<file path="src/rtl/rxhr_pkg.sv">
package rxhr_pkg;
  localparam int C_EN   = 0;
  localparam int C_BLK  = 1;
  localparam int C_TEST = 2;
  localparam int C_PAR  = 3;
  localparam int C_M32  = 4;
  localparam logic [7:0] CTRL_RST = 8'h09;

  typedef struct packed {
    logic first;
    logic frm;
    logic ovr;
    logic par;
    logic rdy;
  } status_t;
endpackage

</file>
<file path="src/rtl/rxhr_ctrl.sv">
module rxhr_ctrl
  import rxhr_pkg::*;
#(
  parameter int BUS_W = 8
) (
  input  logic             clk_i,
  input  logic             rst_ni,
  input  logic             wr_ctrl_i,
  input  logic [BUS_W-1:0] wdata_i,
  input  logic             word_done_i,
  output logic [BUS_W-1:0] ctrl_o
);
  logic [BUS_W-1:0] ctrl_q;

  always_ff @(posedge clk_i or negedge rst_ni) begin
    if (!rst_ni) begin
      ctrl_q <= BUS_W'(CTRL_RST);
    end else if (wr_ctrl_i) begin
      ctrl_q <= wdata_i;
    end else if (word_done_i) begin
      ctrl_q[C_BLK] <= 1'b0;  // one-shot block ends with the word
    end
  end

  assign ctrl_o = ctrl_q;

  AST_BLOCK_SELF_CLEAR: assert property (@(posedge clk_i) disable iff (!rst_ni)
    (word_done_i && !wr_ctrl_i) |=> !ctrl_q[C_BLK]) else $error("blk not cleared");
endmodule

</file>
<file path="src/rtl/rxhr_buf.sv">
module rxhr_buf #(
  parameter int BUS_W      = 8,
  parameter int WORD_BYTES = 4,
  localparam int PTR_W     = (WORD_BYTES > 1) ? $clog2(WORD_BYTES) : 1
) (
  input  logic                        clk_i,
  input  logic                        rst_ni,
  input  logic                        mode32_i,
  input  logic                        load_byte_i,
  input  logic [BUS_W-1:0]            byte_i,
  input  logic                        load_word_i,
  input  logic [WORD_BYTES*BUS_W-1:0] word_i,
  input  logic                        rd_data_i,
  output logic                        last_o,
  output logic [BUS_W-1:0]            rdata_o
);
  localparam logic [PTR_W-1:0] LAST = PTR_W'(WORD_BYTES - 1);

  logic [WORD_BYTES-1:0][BUS_W-1:0] word_q;
  logic [PTR_W-1:0]                 ptr_q;

  always_ff @(posedge clk_i or negedge rst_ni) begin
    if (!rst_ni) begin
      word_q <= '0;
      ptr_q  <= '0;
    end else if (load_word_i) begin
      word_q <= word_i;
      ptr_q  <= '0;
    end else if (load_byte_i) begin
      word_q[0] <= byte_i;
      ptr_q     <= '0;
    end else if (rd_data_i && mode32_i) begin
      ptr_q <= (ptr_q == LAST) ? '0 : ptr_q + PTR_W'(1);
    end
  end

  assign last_o  = (ptr_q == LAST);
  assign rdata_o = mode32_i ? word_q[ptr_q] : word_q[0];

  AST_PTR_RESTART: assert property (@(posedge clk_i) disable iff (!rst_ni)
    load_word_i |=> (ptr_q == '0)) else $error("ptr not restarted");
endmodule

</file>
<file path="src/rtl/rxhr_flags.sv">
module rxhr_flags
  import rxhr_pkg::*;
(
  input  logic    clk_i,
  input  logic    rst_ni,
  input  logic    new_data_i,
  input  logic    first_in_i,
  input  logic    blk_i,
  input  logic    drain_i,
  input  logic    rd_stat_i,
  input  logic    par_hit_i,
  input  logic    frm_hit_i,
  output status_t stat_o
);
  status_t st_q, st_d;

  always_comb begin
    st_d = st_q;
    if (new_data_i && !blk_i) st_d.rdy = 1'b1;
    else if (drain_i)         st_d.rdy = 1'b0;

    if (new_data_i)   st_d.first = first_in_i;
    else if (drain_i) st_d.first = 1'b0;

    if (new_data_i && st_q.rdy && !drain_i) st_d.ovr = 1'b1;
    else if (rd_stat_i)                     st_d.ovr = 1'b0;

    if (par_hit_i)      st_d.par = 1'b1;
    else if (rd_stat_i) st_d.par = 1'b0;

    if (frm_hit_i)      st_d.frm = 1'b1;
    else if (rd_stat_i) st_d.frm = 1'b0;
  end

  always_ff @(posedge clk_i or negedge rst_ni) begin
    if (!rst_ni) st_q <= '0;
    else         st_q <= st_d;
  end

  assign stat_o = st_q;

  AST_STAT_CLEAR: assert property (@(posedge clk_i) disable iff (!rst_ni)
    (rd_stat_i && !par_hit_i && !frm_hit_i && !new_data_i) |=> (!st_q.par && !st_q.frm && !st_q.ovr)) else $error("latches kept");
  AST_STAT_KEEPS_RDY: assert property (@(posedge clk_i) disable iff (!rst_ni)
    (rd_stat_i && !new_data_i && !drain_i) |=> $stable(st_q.rdy)) else $error("rdy moved");
  AST_OVR_ON_REPLACE: assert property (@(posedge clk_i) disable iff (!rst_ni)
    (new_data_i && st_q.rdy && !drain_i) |=> st_q.ovr) else $error("ovr missed");
endmodule

</file>
<file path="src/rtl/rx_host_regs.sv">
module rx_host_regs
  import rxhr_pkg::*;
#(
  parameter int BUS_W      = 8,
  parameter int WORD_BYTES = 4,
  localparam int WORD_W    = BUS_W * WORD_BYTES
) (
  input  logic              clk_i,
  input  logic              rst_ni,
  input  logic              cmd_sel_i,
  input  logic              rd_i,
  input  logic              wr_i,
  input  logic [BUS_W-1:0]  wdata_i,
  output logic [BUS_W-1:0]  rdata_o,
  input  logic              rx_byte_vld_i,
  input  logic [BUS_W-1:0]  rx_byte_i,
  input  logic              rx_byte_first_i,
  input  logic              rx_word_vld_i,
  input  logic [WORD_W-1:0] rx_word_i,
  input  logic              rx_par_err_i,
  input  logic              rx_frm_err_i,
  output logic [BUS_W-1:0]  ctrl_o,
  output logic              rdy_o,
  output logic              first_o
);
  logic [BUS_W-1:0] ctrl;
  logic [BUS_W-1:0] data_byte;
  logic             en, mode32, blk, par_en, last;
  logic             wr_ctrl, rd_stat, rd_data, drain;
  logic             word_done, par_hit, frm_hit, word_good, acc_byte, acc_word, new_data;
  status_t          stat;

  assign en     = ctrl[C_EN];
  assign mode32 = ctrl[C_M32];
  assign blk    = ctrl[C_BLK];
  assign par_en = ctrl[C_PAR];

  assign wr_ctrl = wr_i && cmd_sel_i;
  assign rd_stat = rd_i && cmd_sel_i;
  assign rd_data = rd_i && !cmd_sel_i;
  assign drain   = rd_data && (!mode32 || last);

  assign word_done = en && rx_word_vld_i;
  assign par_hit   = word_done && rx_par_err_i && par_en;
  assign frm_hit   = word_done && rx_frm_err_i;
  assign word_good = word_done && !par_hit && !frm_hit;
  assign acc_word  = word_good && mode32;
  assign acc_byte  = en && rx_byte_vld_i && !mode32;
  assign new_data  = acc_word || acc_byte;

  rxhr_ctrl #(.BUS_W(BUS_W)) u_ctrl (
    .clk_i      (clk_i),
    .rst_ni     (rst_ni),
    .wr_ctrl_i  (wr_ctrl),
    .wdata_i    (wdata_i),
    .word_done_i(word_done),
    .ctrl_o     (ctrl)
  );

  rxhr_buf #(.BUS_W(BUS_W), .WORD_BYTES(WORD_BYTES)) u_buf (
    .clk_i      (clk_i),
    .rst_ni     (rst_ni),
    .mode32_i   (mode32),
    .load_byte_i(acc_byte),
    .byte_i     (rx_byte_i),
    .load_word_i(acc_word),
    .word_i     (rx_word_i),
    .rd_data_i  (rd_data),
    .last_o     (last),
    .rdata_o    (data_byte)
  );

  rxhr_flags u_flags (
    .clk_i     (clk_i),
    .rst_ni    (rst_ni),
    .new_data_i(new_data),
    .first_in_i(mode32 ? 1'b1 : rx_byte_first_i),
    .blk_i     (blk),
    .drain_i   (drain),
    .rd_stat_i (rd_stat),
    .par_hit_i (par_hit),
    .frm_hit_i (frm_hit),
    .stat_o    (stat)
  );

  assign rdata_o = cmd_sel_i ? BUS_W'(stat) : data_byte;
  assign ctrl_o  = ctrl;
  assign rdy_o   = stat.rdy;
  assign first_o = stat.first;

  AST_RDY_AFTER_LAST: assert property (@(posedge clk_i) disable iff (!rst_ni)
    (rd_data && mode32 && last && !new_data) |=> !rdy_o) else $error("rdy after drain");
  AST_FIRST_ON_WORD: assert property (@(posedge clk_i) disable iff (!rst_ni)
    acc_word |=> first_o) else $error("first missing");
  AST_BLOCKED_NO_RDY: assert property (@(posedge clk_i) disable iff (!rst_ni)
    (new_data && blk && !rdy_o) |=> !rdy_o) else $error("blocked rdy");
  AST_DISABLED_QUIET: assert property (@(posedge clk_i) disable iff (!rst_ni)
    (!en && !rd_i && !wr_i) |=> $stable(stat)) else $error("disabled moved");
endmodule

</file>
<file path="config.mk">
export PLATFORM = sky130hd
export DESIGN_NAME = rx_host_regs
export DESIGN_NICKNAME = d
export VERILOG_FILES = /design/src/rtl/rxhr_pkg.sv /design/src/rtl/rxhr_ctrl.sv /design/src/rtl/rxhr_buf.sv /design/src/rtl/rxhr_flags.sv /design/src/rtl/rx_host_regs.sv
export SDC_FILE = /design/constraint.sdc
export NUM_CORES = 1
export LEC_CHECK = 0
export BUFFER_PORTS_ARGS = -buffer_cell sky130_fd_sc_hd__buf_4
export CAP_MARGIN = 15
export CORE_MARGIN = 4
export CORE_UTILIZATION = 35
export DETAILED_ROUTE_END_ITERATION = 10
export GPL_ROUTABILITY_DRIVEN = 0
export GPL_TIMING_DRIVEN = 0
export HOLD_SLACK_MARGIN = 0.08
export PLACE_DENSITY = 0.59
export SYNTH_ARGS = -nofsm -noshare
export SYNTH_HDL_FRONTEND = slang
export SYNTH_SLANG_ARGS = --single-unit
</file>
<file path="constraint.sdc">
create_clock -name clk_i -period 1.9 [get_ports clk_i]
set_clock_uncertainty 0.1 [all_clocks]
set_input_delay 0.19 -clock clk_i [delete_from_list [all_inputs] [get_ports clk_i]]
set_output_delay 0.19 -clock clk_i [all_outputs]
set_load 0.02 [all_outputs]
</file>
==> flow_metrics.env, run 1 <==
export IMPL_cp_cell_sequence="buf_6, clkinvlp_4, a2111oi_4, o21ai_1, buf_4"
export IMPL_start_kind="flip-flop"
export IMPL_grt_overflow_total=0
export IMPL_synth_cells=183
export IMPL_yosys_register_bits=47
export IMPL_dp_cells=333
export IMPL_ctsRootBufferMaster="clkbuf_8"
export IMPL_synth_edff_count=0
export IMPL_maxCapViolCount=0
export IMPL_postRouteAntennaNets=0
export IMPL_grt_pass1_wl_um=10200
export IMPL_yosys_warnings=0
export IMPL_tightest_slew_ns=0.614
export IMPL_ioPinCount=76
export IMPL_critical_path_buf_inv_count=3
export IMPL_gr_usage_met2_pct=26.8
export IMPL_rsz0062_at_grt="yes"
export IMPL_status="complete, but fails checks"
export IMPL_critPathMaxFanout=5
export IMPL_cts_buffers=5
export IMPL_syn_area_per_cell_um2=12.2
export IMPL_crit_slowest_cell="a2111oi_4"
export IMPL_ctsHtreeMaxLevel=2
export IMPL_vdd_drop_max_v=0.000462
export IMPL_clk_pin_slew_ns=0.10
export IMPL_final_cell_mix="85 x buf_4, 46 x dlygate4sd3_1, 44 x dfrtp_1"
export IMPL_route_vias_total=1924
export IMPL_io_buffer_count=75
export IMPL_tritoncts="built"
export IMPL_fp_dieW_um=87.7
export IMPL_die_y_um=87.7
export IMPL_clk_path_buf_depth=2
export IMPL_layout_drive_gt1_share_pct=48.8
export IMPL_core_area_mm2=0.00606
export IMPL_synthToLayoutAreaGrowth_pct=65.2
export IMPL_place_hpwl_um=4130
export IMPL_wirelength_um=6000
export IMPL_wl_per_cell_um=15.1
export IMPL_die_area_mm2=0.00770
export IMPL_yosysSeqAreaShare_pct=53.0
export IMPL_yosysUniqueCellTypes=34
export IMPL_grt_busiest_layer="met2"
export IMPL_setup_ws_ns=-0.119
export IMPL_synthArstFlopShare_pct=100
export IMPL_max_freq_ghz=0.495
export IMPL_synth_area_mm2=0.00222
export IMPL_cp_top_family="compound AO/OA/AOI/OAI gates"
export IMPL_postPlaceCellArea_mm2=0.00288
export IMPL_fin_crit_sh_pct=106
export IMPL_core_rowCount=28
export IMPL_power_density_mw_per_mm2=1030
export IMPL_design_area_mm2=0.00367
export IMPL_ys_dominant_reg_cell="dfrtp_1"
export IMPL_dr_pass1_iters=6
export IMPL_grtUsageMet3_pct=4.99
export IMPL_grt_pass1_vias=2058
export IMPL_drtIter0Drc=65
export IMPL_start_util_pct=36.7
export IMPL_grt_max_degree=48
export IMPL_violations="negative setup slack"
export IMPL_relSlewSlack_pct=59.1
export IMPL_drc=0
export IMPL_final_cells=397
export IMPL_nets=380
export IMPL_setup_viol=6
export IMPL_routed_via_density=4.85
export IMPL_crit_required_ns=1.61
export IMPL_p_total_uw=3790
export IMPL_crit_type="flip-flop to primary output"
export IMPL_critPathMaxStageDelay_ns=0.39
export IMPL_antenna_found_initial=0
export IMPL_final_common_cell="buf_4"
export IMPL_grt_use_met1_pct=23.1
export IMPL_drv_slew=0
export IMPL_nFillCells=514
export IMPL_end_kind="primary output"
export IMPL_fin_crit_ns=2.02
export IMPL_hold_viol=0
export IMPL_leakagePower_uw=0.00165
export IMPL_hp_class="input pin to flip-flop"
export IMPL_diodes=0
export IMPL_track_usage_pct=17.0
export IMPL_cts_sinks=47
export IMPL_syn_nets=242
export IMPL_worstPathArrival_ns=1.73
export IMPL_insertion_delay_ns=0.30
routing by layer:
metal / vias to the layer above / share of wire [%]
met2: 59 / 46
met4: 0 / 1.0
li1: 949 / -
met5: - / 0
met1: 909 / 46
met3: 7 / 6.8
path summary, 6_finish.rpt:
path                              startpoint                end  slack, ns  cells after the start
max                           u_buf.ptr_q[1]         rdata_o[0]      -0.12                      5
min                             rx_byte_i[7]    u_buf.word_q[7]       0.09                      3
max reg2reg                 u_ctrl.ctrl_o[0]   u_buf.word_q[30]       0.10                      5
min reg2reg                u_flags.stat_o[2]  u_flags.stat_o[2]       0.39                      2
max in group asynchronous             rst_ni     u_buf.ptr_q[0]       0.94                      2
min in group asynchronous             rst_ni    u_buf.word_q[7]       0.32                      2
cell usage after synthesis (all sizes together), types with 2 or more instances:
cell | instances | share of area, %
and2 | 9 | 2.6
and3 | 4 | 1.1
mux2 | 32 | 16
nor2b | 5 | 1.4
a21oi | 5 | 1.1
nand2b | 2 | 0.56
mux2i | 4 | 1.8
dfstp | 2 | 2.4
a221o | 8 | 3.6
inv | 2 | 0.34
o21ai | 18 | 4.0
buf | 11 | 3.8
nand3 | 2 | 0.45
a2111oi | 4 | 1.6
o2bb2ai | 4 | 1.6
dfrtp | 45 | 51
nand2 | 12 | 2.0
through the flow:
stage	setup slack (ns)	setup TNS [ns]	hold WS [ns]	util [%]
floorplan	0.161	0	-0.206	-
global placement	-0.307	-1.01	0.144	47.5
detailed placement	-0.249	-0.837	0.147	47.5
CTS	-0.0984	-0.310	0.0818	60.1
global route	-0.178	-0.977	0.0885	60.6
finish	-0.119	-0.407	0.0889	60.6
worst reg2reg max path, cell delays in order, from the launching register on:
cell	delay, ns
dfstp_2	0.58
and4b_1	0.24
and2_4	0.15
buf_6	0.12
buf_6	0.16
mux2_2	0.34
flip-flops by register name, summed over array words and instances (netlist names):
register,flops
u_buf.ptr_q,2
u_buf.word_q,32
u_ctrl.ctrl_o,8
u_flags.stat_o,5
kinds of logic (layout without fill, tap and decap cells):
| logic type | Yosys count | after routing | synth area share [%] |
|---|---|---|---|
| mux | 36 | 36 | 18.0 |
| flops | 47 | 47 | 53.0 |
| fa+ha+maj | 1 | 1 | 0.562 |
| compound gates | 43 | 43 | 13.3 |
| simple gates | 42 | 42 | 10.8 |
| buf+inv | 14 | 153 | 4.33 |
cell type report:
type | instances | area (um^2) | share of cell area [%]
Tap cell | 75 | 93.8 | 2.55
Multi-Input combinational cell | 122 | 1090 | 29.6
Clock buffer | 5 | 68.8 | 1.87
Buffer | 12 | 108 | 2.93
Timing Repair Buffer | 131 | 1110 | 30.1
Clock inverter | 3 | 20.0 | 0.545
Inverter | 2 | 11.3 | 0.306
Sequential cell | 47 | 1180 | 32.1
report_power, final:
group	switching, uW	internal [uW]
Sequential	234	1360
Clock	340	256
Combinational	715	891
repair_timing:
item | in CTS | in global routing
endpoints found under the setup margin | 8 | 8
hold buffers | 46 | 0
gates resized for setup | 41 | 5
buffers inserted | 8 | 2
pin swaps | 7 | 4
endpoints found under the hold margin | 87 | 0
Power figures use the tool's default switching activity.
==> inputs of run 2 (changes only) <==
--- a/config.mk
+++ b/config.mk
@@ -5,15 +5,15 @@
 export SDC_FILE = /design/constraint.sdc
 export NUM_CORES = 1
 export LEC_CHECK = 0
-export BUFFER_PORTS_ARGS = -buffer_cell sky130_fd_sc_hd__buf_4
 export CAP_MARGIN = 15
 export CORE_MARGIN = 4
 export CORE_UTILIZATION = 35
 export DETAILED_ROUTE_END_ITERATION = 10
+export DONT_BUFFER_PORTS = 1
 export GPL_ROUTABILITY_DRIVEN = 0
 export GPL_TIMING_DRIVEN = 0
 export HOLD_SLACK_MARGIN = 0.08
-export PLACE_DENSITY = 0.59
+export PLACE_DENSITY = 0.51
 export SYNTH_ARGS = -nofsm -noshare
 export SYNTH_HDL_FRONTEND = slang
 export SYNTH_SLANG_ARGS = --single-unit
==> constraint.sdc (replaced) <==
create_clock -name clk_i -period 1.71 [get_ports clk_i]
set_clock_uncertainty 0.1 [all_clocks]
set_input_delay 0.171 -clock clk_i [delete_from_list [all_inputs] [get_ports clk_i]]
set_output_delay 0.171 -clock clk_i [all_outputs]
set_load 0.02 [all_outputs]
==> flow_metrics.env, run 2 (synthesis gave the netlist of run 1 again) <==
export IMPL_drv_slew=0
export IMPL_tightest_slew_ns=0.366
export IMPL_wl_per_cell_um=19.5
export IMPL_power_density_mw_per_mm2=1280
export IMPL_violations="negative setup slack"
export IMPL_postRouteAntennaNets=0
export IMPL_cts_buffers=5
export IMPL_drc=0
export IMPL_rr_worst_depth=4
export IMPL_setup_viol=33
export IMPL_hold_start="rd_i"
export IMPL_ioPinCount=76
export IMPL_maxCapViolCount=0
export IMPL_grt_pass1_wl_um=10400
export IMPL_core_area_mm2=0.00606
export IMPL_crit_required_ns=1.44
export IMPL_routed_via_density=5.28
export IMPL_end_kind="primary output"
export IMPL_final_cell_mix="55 x dlygate4sd3_1, 44 x dfrtp_1, 25 x mux2_4"
export IMPL_cp_cell_sequence="buf_6, buf_4, and3_4, a2111oi_4, o21ai_2"
export IMPL_top_register="u_buf.word_q"
export IMPL_wirelength_um=6600
export IMPL_tritoncts="built"
export IMPL_crit_slowest_cell="dfrtp_1"
export IMPL_startpoint="u_buf.ptr_q[1]"
export IMPL_die_y_um=87.7
export IMPL_relSlewSlack_pct=75.6
export IMPL_p_seq_share_pct=41.3
export IMPL_grt_overflow_total=0
export IMPL_ctsRootBufferMaster="clkbuf_8"
export IMPL_track_usage_pct=17.8
export IMPL_start_kind="flip-flop"
export IMPL_route_vias_total=1791
export IMPL_crit_type="flip-flop to primary output"
export IMPL_critPathMaxStageDelay_ns=0.41
export IMPL_hold_viol=0
export IMPL_io_buffer_count=0
export IMPL_grt_pass1_vias=2076
export IMPL_fin_crit_ns=1.87
export IMPL_start_util_pct=36.7
export IMPL_setup_ws_ns=-0.162
export IMPL_reg2reg_to="u_buf.word_q[14]"
export IMPL_p_sw_share_pct=34.7
export IMPL_p_comb_share_pct=40.6
export IMPL_internal_power_uw=2980
export IMPL_clk_path_buf_depth=2
export IMPL_drtIter0Drc=54
export IMPL_antenna_found_initial=0
export IMPL_final_cells=339
export IMPL_ctsHtreeMaxLevel=2
export IMPL_die_area_mm2=0.00770
export IMPL_core_rowCount=28
export IMPL_final_common_cell="dlygate4sd3_1"
export IMPL_fin_crit_sh_pct=109
export IMPL_clockPowerShare_pct=18.1
export IMPL_vdd_drop_max_v=0.000576
export IMPL_place_hpwl_um=4170
export IMPL_layout_drive_gt1_share_pct=40.5
export IMPL_grt_max_degree=48
export IMPL_critPathMaxFanout=5
export IMPL_p_total_uw=4570
export IMPL_diodes=0
export IMPL_leakagePower_uw=0.00150
export IMPL_ff2ff_setup_slack_ns=-0.14
export IMPL_max_freq_ghz=0.534
export IMPL_cts_sinks=47
export IMPL_worstSetupEndpoint="rdata_o[2]"
export IMPL_insertion_delay_ns=0.30
export IMPL_nets=322
export IMPL_dp_cells=258
export IMPL_worstPathArrival_ns=1.60
export IMPL_switchingPower_uw=1590
export IMPL_dr_pass1_iters=4
export IMPL_crit_reg2reg_launch="u_ctrl.ctrl_o[0]"
export IMPL_rsz0062_at_grt="yes"
export IMPL_synthToLayoutAreaGrowth_pct=60.9
export IMPL_clk_pin_slew_ns=0.09
export IMPL_status="complete, but fails checks"
export IMPL_fp_dieW_um=87.7
export IMPL_hp_class="input pin to flip-flop"
export IMPL_tns_ns=-3.81
export IMPL_largest_reg_flops=32
[run 2: metrics by stage]
step | util [%] | area [um^2] | hold WS (ns) | setup slack (ns)
2_1_floorplan | - | 2230 | -0.225 | -0.0217
3_3_place_gp | 38.3 | 2320 | -0.223 | -0.627
3_5_place_dp | 38.3 | 2320 | -0.223 | -0.571
4_1_cts | 59.6 | 3610 | 0.0880 | -0.208
5_1_grt | 59.0 | 3580 | 0.137 | -0.218
6_report | 59.0 | 3580 | 0.0889 | -0.162
[run 2: per-layer routing]
metal / GRT usage [%] / wire length [um] / vias up
met5: 0 / 0 / -
met4: 5.72 / 114 / 0
met3: 4.89 / 453 / 11
met2: 30.8 / 3300 / 62
met1: 21.5 / 2730 / 890
li1: - / - / 828
[run 2: how the worst min path moves through the flow]
| stage | endpoint | cells past startpoint |
|---|---|---|
| global placement | u_buf.word_q[10] | 0 |
| floorplan | u_buf.ptr_q[0] | 0 |
| detailed placement | u_buf.word_q[25] | 0 |
| finish | u_buf.ptr_q[0] | 3 |
| CTS | u_buf.ptr_q[0] | 3 |
| global route | u_buf.ptr_q[0] | 3 |
[run 2: what timing repair did]
action,in CTS,in global routing
gates resized for setup,100,20
endpoints found under the hold margin,92,0
cloned,3,0
pin swaps,15,11
setup endpoints to repair,37,45
hold buffers,57,0
buffers inserted,18,4
[run 2: area by class of cell]
class	count	area, um^2
Buffer	9	88.8
Sequential cell	47	1180
Clock inverter	3	43.8
Clock buffer	5	68.8
Timing Repair Buffer	76	782
Inverter	2	11.3
Multi-Input combinational cell	122	1310
Fill cell	496	2480
Tap cell	75	93.8
[run 2: power by group through the flow]
stage	registers (uW)	clock network [uW]	logic, uW
2_1_floorplan	1730	0	800
3_3_place_gp	1820	0	956
3_5_place_dp	1840	0	984
4_1_cts	1870	847	1800
5_1_grt	1930	887	1990
6_report	1890	827	1850
[run 2: worst max-delay path: cells and delay by family, from the launching register on]
kind                   cells  cell delay, ns
buffers and inverters      2            0.29
AO/OA/AOI/OAI              2            0.42
AND/OR/NAND/NOR            1            0.18
flip-flops                 1            0.41
==> inputs of run 3 (changes only) <==
--- a/config.mk
+++ b/config.mk
@@ -13,7 +13,7 @@
 export GPL_ROUTABILITY_DRIVEN = 0
 export GPL_TIMING_DRIVEN = 0
 export HOLD_SLACK_MARGIN = 0.08
-export PLACE_DENSITY = 0.51
+export PLACE_DENSITY = 0.57
 export SYNTH_ARGS = -nofsm -noshare
 export SYNTH_HDL_FRONTEND = slang
 export SYNTH_SLANG_ARGS = --single-unit
==> flow_metrics.env, run 3 (synthesis gave the netlist of run 1 again) <==
export IMPL_start_kind="flip-flop"
export IMPL_utilization_pct=58.8
export IMPL_postRouteAntennaNets=0
export IMPL_dr_pass1_iters=4
export IMPL_max_freq_ghz=0.528
export IMPL_status="complete, but fails checks"
export IMPL_hp_class="input pin to flip-flop"
export IMPL_largest_reg_flops=32
export IMPL_whs_ns=0.117
export IMPL_die_area_mm2=0.00770
export IMPL_drtIter0Drc=55
export IMPL_ctsHtreeMaxLevel=2
export IMPL_tritoncts="built"
export IMPL_clk_pin_slew_ns=0.08
export IMPL_wl_per_cell_um=19.0
export IMPL_layout_drive_gt1_share_pct=37.7
export IMPL_final_common_cell="dlygate4sd3_1"
export IMPL_ioPinCount=76
export IMPL_power_density_mw_per_mm2=1230
export IMPL_diodes=0
export IMPL_fin_crit_ns=1.89
export IMPL_worstHoldEndpoint="u_buf.ptr_q[0]"
export IMPL_cts_buffers=5
export IMPL_routed_via_density=5.25
export IMPL_tightest_slew_ns=0.351
export IMPL_whs_path_depth=3
export IMPL_dp_cells=258
export IMPL_p_seq_share_pct=42.2
export IMPL_fin_crit_sh_pct=111
export IMPL_grt_overflow_total=0
export IMPL_rsz0062_at_grt="yes"
export IMPL_reg2reg_to="u_buf.word_q[14]"
export IMPL_violations="negative setup slack"
export IMPL_hold_viol=0
export IMPL_clockPowerShare_pct=16.2
export IMPL_tns_ns=-4.74
export IMPL_critPathMaxFanout=6
export IMPL_drv_slew=0
export IMPL_final_cell_mix="56 x dlygate4sd3_1, 44 x dfrtp_1, 23 x mux2_4"
export IMPL_io_buffer_count=0
export IMPL_leakagePower_uw=0.00151
export IMPL_internal_power_uw=2850
export IMPL_relSlewSlack_pct=76.6
export IMPL_crit_type="flip-flop to flip-flop"
export IMPL_place_hpwl_um=3970
export IMPL_top_register="u_buf.word_q"
export IMPL_drc=0
export IMPL_setup_ws_ns=-0.182
export IMPL_cts_sinks=47
export IMPL_switchingPower_uw=1510
export IMPL_core_area_mm2=0.00606
export IMPL_hold_start="rd_i"
export IMPL_crit_reg2reg_launch="u_ctrl.ctrl_o[0]"
export IMPL_vdd_drop_max_v=0.000665
export IMPL_clk_path_buf_depth=2
export IMPL_setup_viol=41
export IMPL_grt_max_degree=48
export IMPL_insertion_delay_ns=0.30
export IMPL_maxCapViolCount=0
export IMPL_ctsRootBufferMaster="clkbuf_8"
export IMPL_worstPathArrival_ns=1.97
export IMPL_p_sw_share_pct=34.7
export IMPL_nFillCells=481
export IMPL_die_y_um=87.7
export IMPL_grt_pass1_wl_um=10300
export IMPL_dp_slack_ns=-0.526
export IMPL_route_vias_total=1802
export IMPL_start_util_pct=36.7
export IMPL_fp_dieW_um=87.7
export IMPL_track_usage_pct=17.4
export IMPL_ff2ff_setup_slack_ns=-0.18
export IMPL_nets=326
export IMPL_crit_required_ns=1.79
export IMPL_core_rowCount=28
export IMPL_antenna_found_initial=0
export IMPL_rr_worst_depth=5
export IMPL_p_comb_share_pct=41.7
export IMPL_grt_pass1_vias=1998
export IMPL_synthToLayoutAreaGrowth_pct=60.1
export IMPL_final_cells=343
export IMPL_wirelength_um=6510
export IMPL_end_kind="flip-flop"
[run 3: cell count changes in the layout (fill, tap and decap cells not counted), sizes merged]
cell	before	now
clkbuf	6	9
buf	29	31
bufinv	1	0
clkinv	2	1
dlygate4sd3	55	56
[run 3: power by group through the flow]
| stage | registers, uW | logic (uW) | clock network, uW |
|---|---|---|---|
| CTS | 1820 | 1780 | 722 |
| global route | 1880 | 1940 | 764 |
| finish | 1840 | 1820 | 707 |
| global placement | 1810 | 955 | 0 |
| floorplan | 1730 | 800 | 0 |
| detailed placement | 1820 | 974 | 0 |
[run 3: what timing repair did]
item,4_1_cts,5_1_grt
pin swaps,11,6
gates cloned,3,0
hold buffers,57,0
resized for setup,82,9
buffers inserted,17,4
setup endpoints to repair,38,38
endpoints found under the hold margin,92,0
[run 3: cell type report]
class | instances | area [um^2] | share of cell area, %
Tap cell | 75 | 93.8 | 2.64
Clock inverter | 1 | 5.00 | 0.141
Buffer | 9 | 77.6 | 2.18
Inverter | 2 | 11.3 | 0.316
Sequential cell | 47 | 1180 | 33.1
Clock buffer | 7 | 86.3 | 2.42
Multi-Input combinational cell | 122 | 1250 | 35.0
Timing Repair Buffer | 80 | 861 | 24.2
[run 3: worst max path at each step]
| stage | start | end |
|---|---|---|
| final | u_ctrl.ctrl_o[0] | u_buf.word_q[14] |
| after global routing | u_ctrl.ctrl_o[0] | u_buf.word_q[9] |
| after CTS | u_buf.ptr_q[1] | rdata_o[0] |
| after detailed placement | u_ctrl.ctrl_o[4] | rdata_o[0] |
| after global placement | u_ctrl.ctrl_o[4] | rdata_o[0] |
| after floorplan | u_ctrl.ctrl_o[0] | u_buf.word_q[10] |
[run 3: worst max-delay path, cell delays in order (launching register included)]
cell and delay (ns):
dfstp_2 0.64, and4b_1 0.26, and2_4 0.23, buf_12 0.13, buf_16 0.12, mux2_4 0.30
[run 3: per-layer routing]
metal | wire (um) | track usage (%) | vias to the layer above
met1 | 2850 | 22.2 | 892
met5 | 0 | 0 | -
met4 | 38 | 3.35 | 0
li1 | - | - | 840
met2 | 3100 | 29.2 | 66
met3 | 517 | 5.64 | 4
[run 3: per-stage QoR]
stage	area (um^2)	power, uW
after floorplan	2230	2530
after global placement	2320	2770
after detailed placement	2320	2790
after CTS	3550	4330
after global routing	3560	4590
final	3560	4370
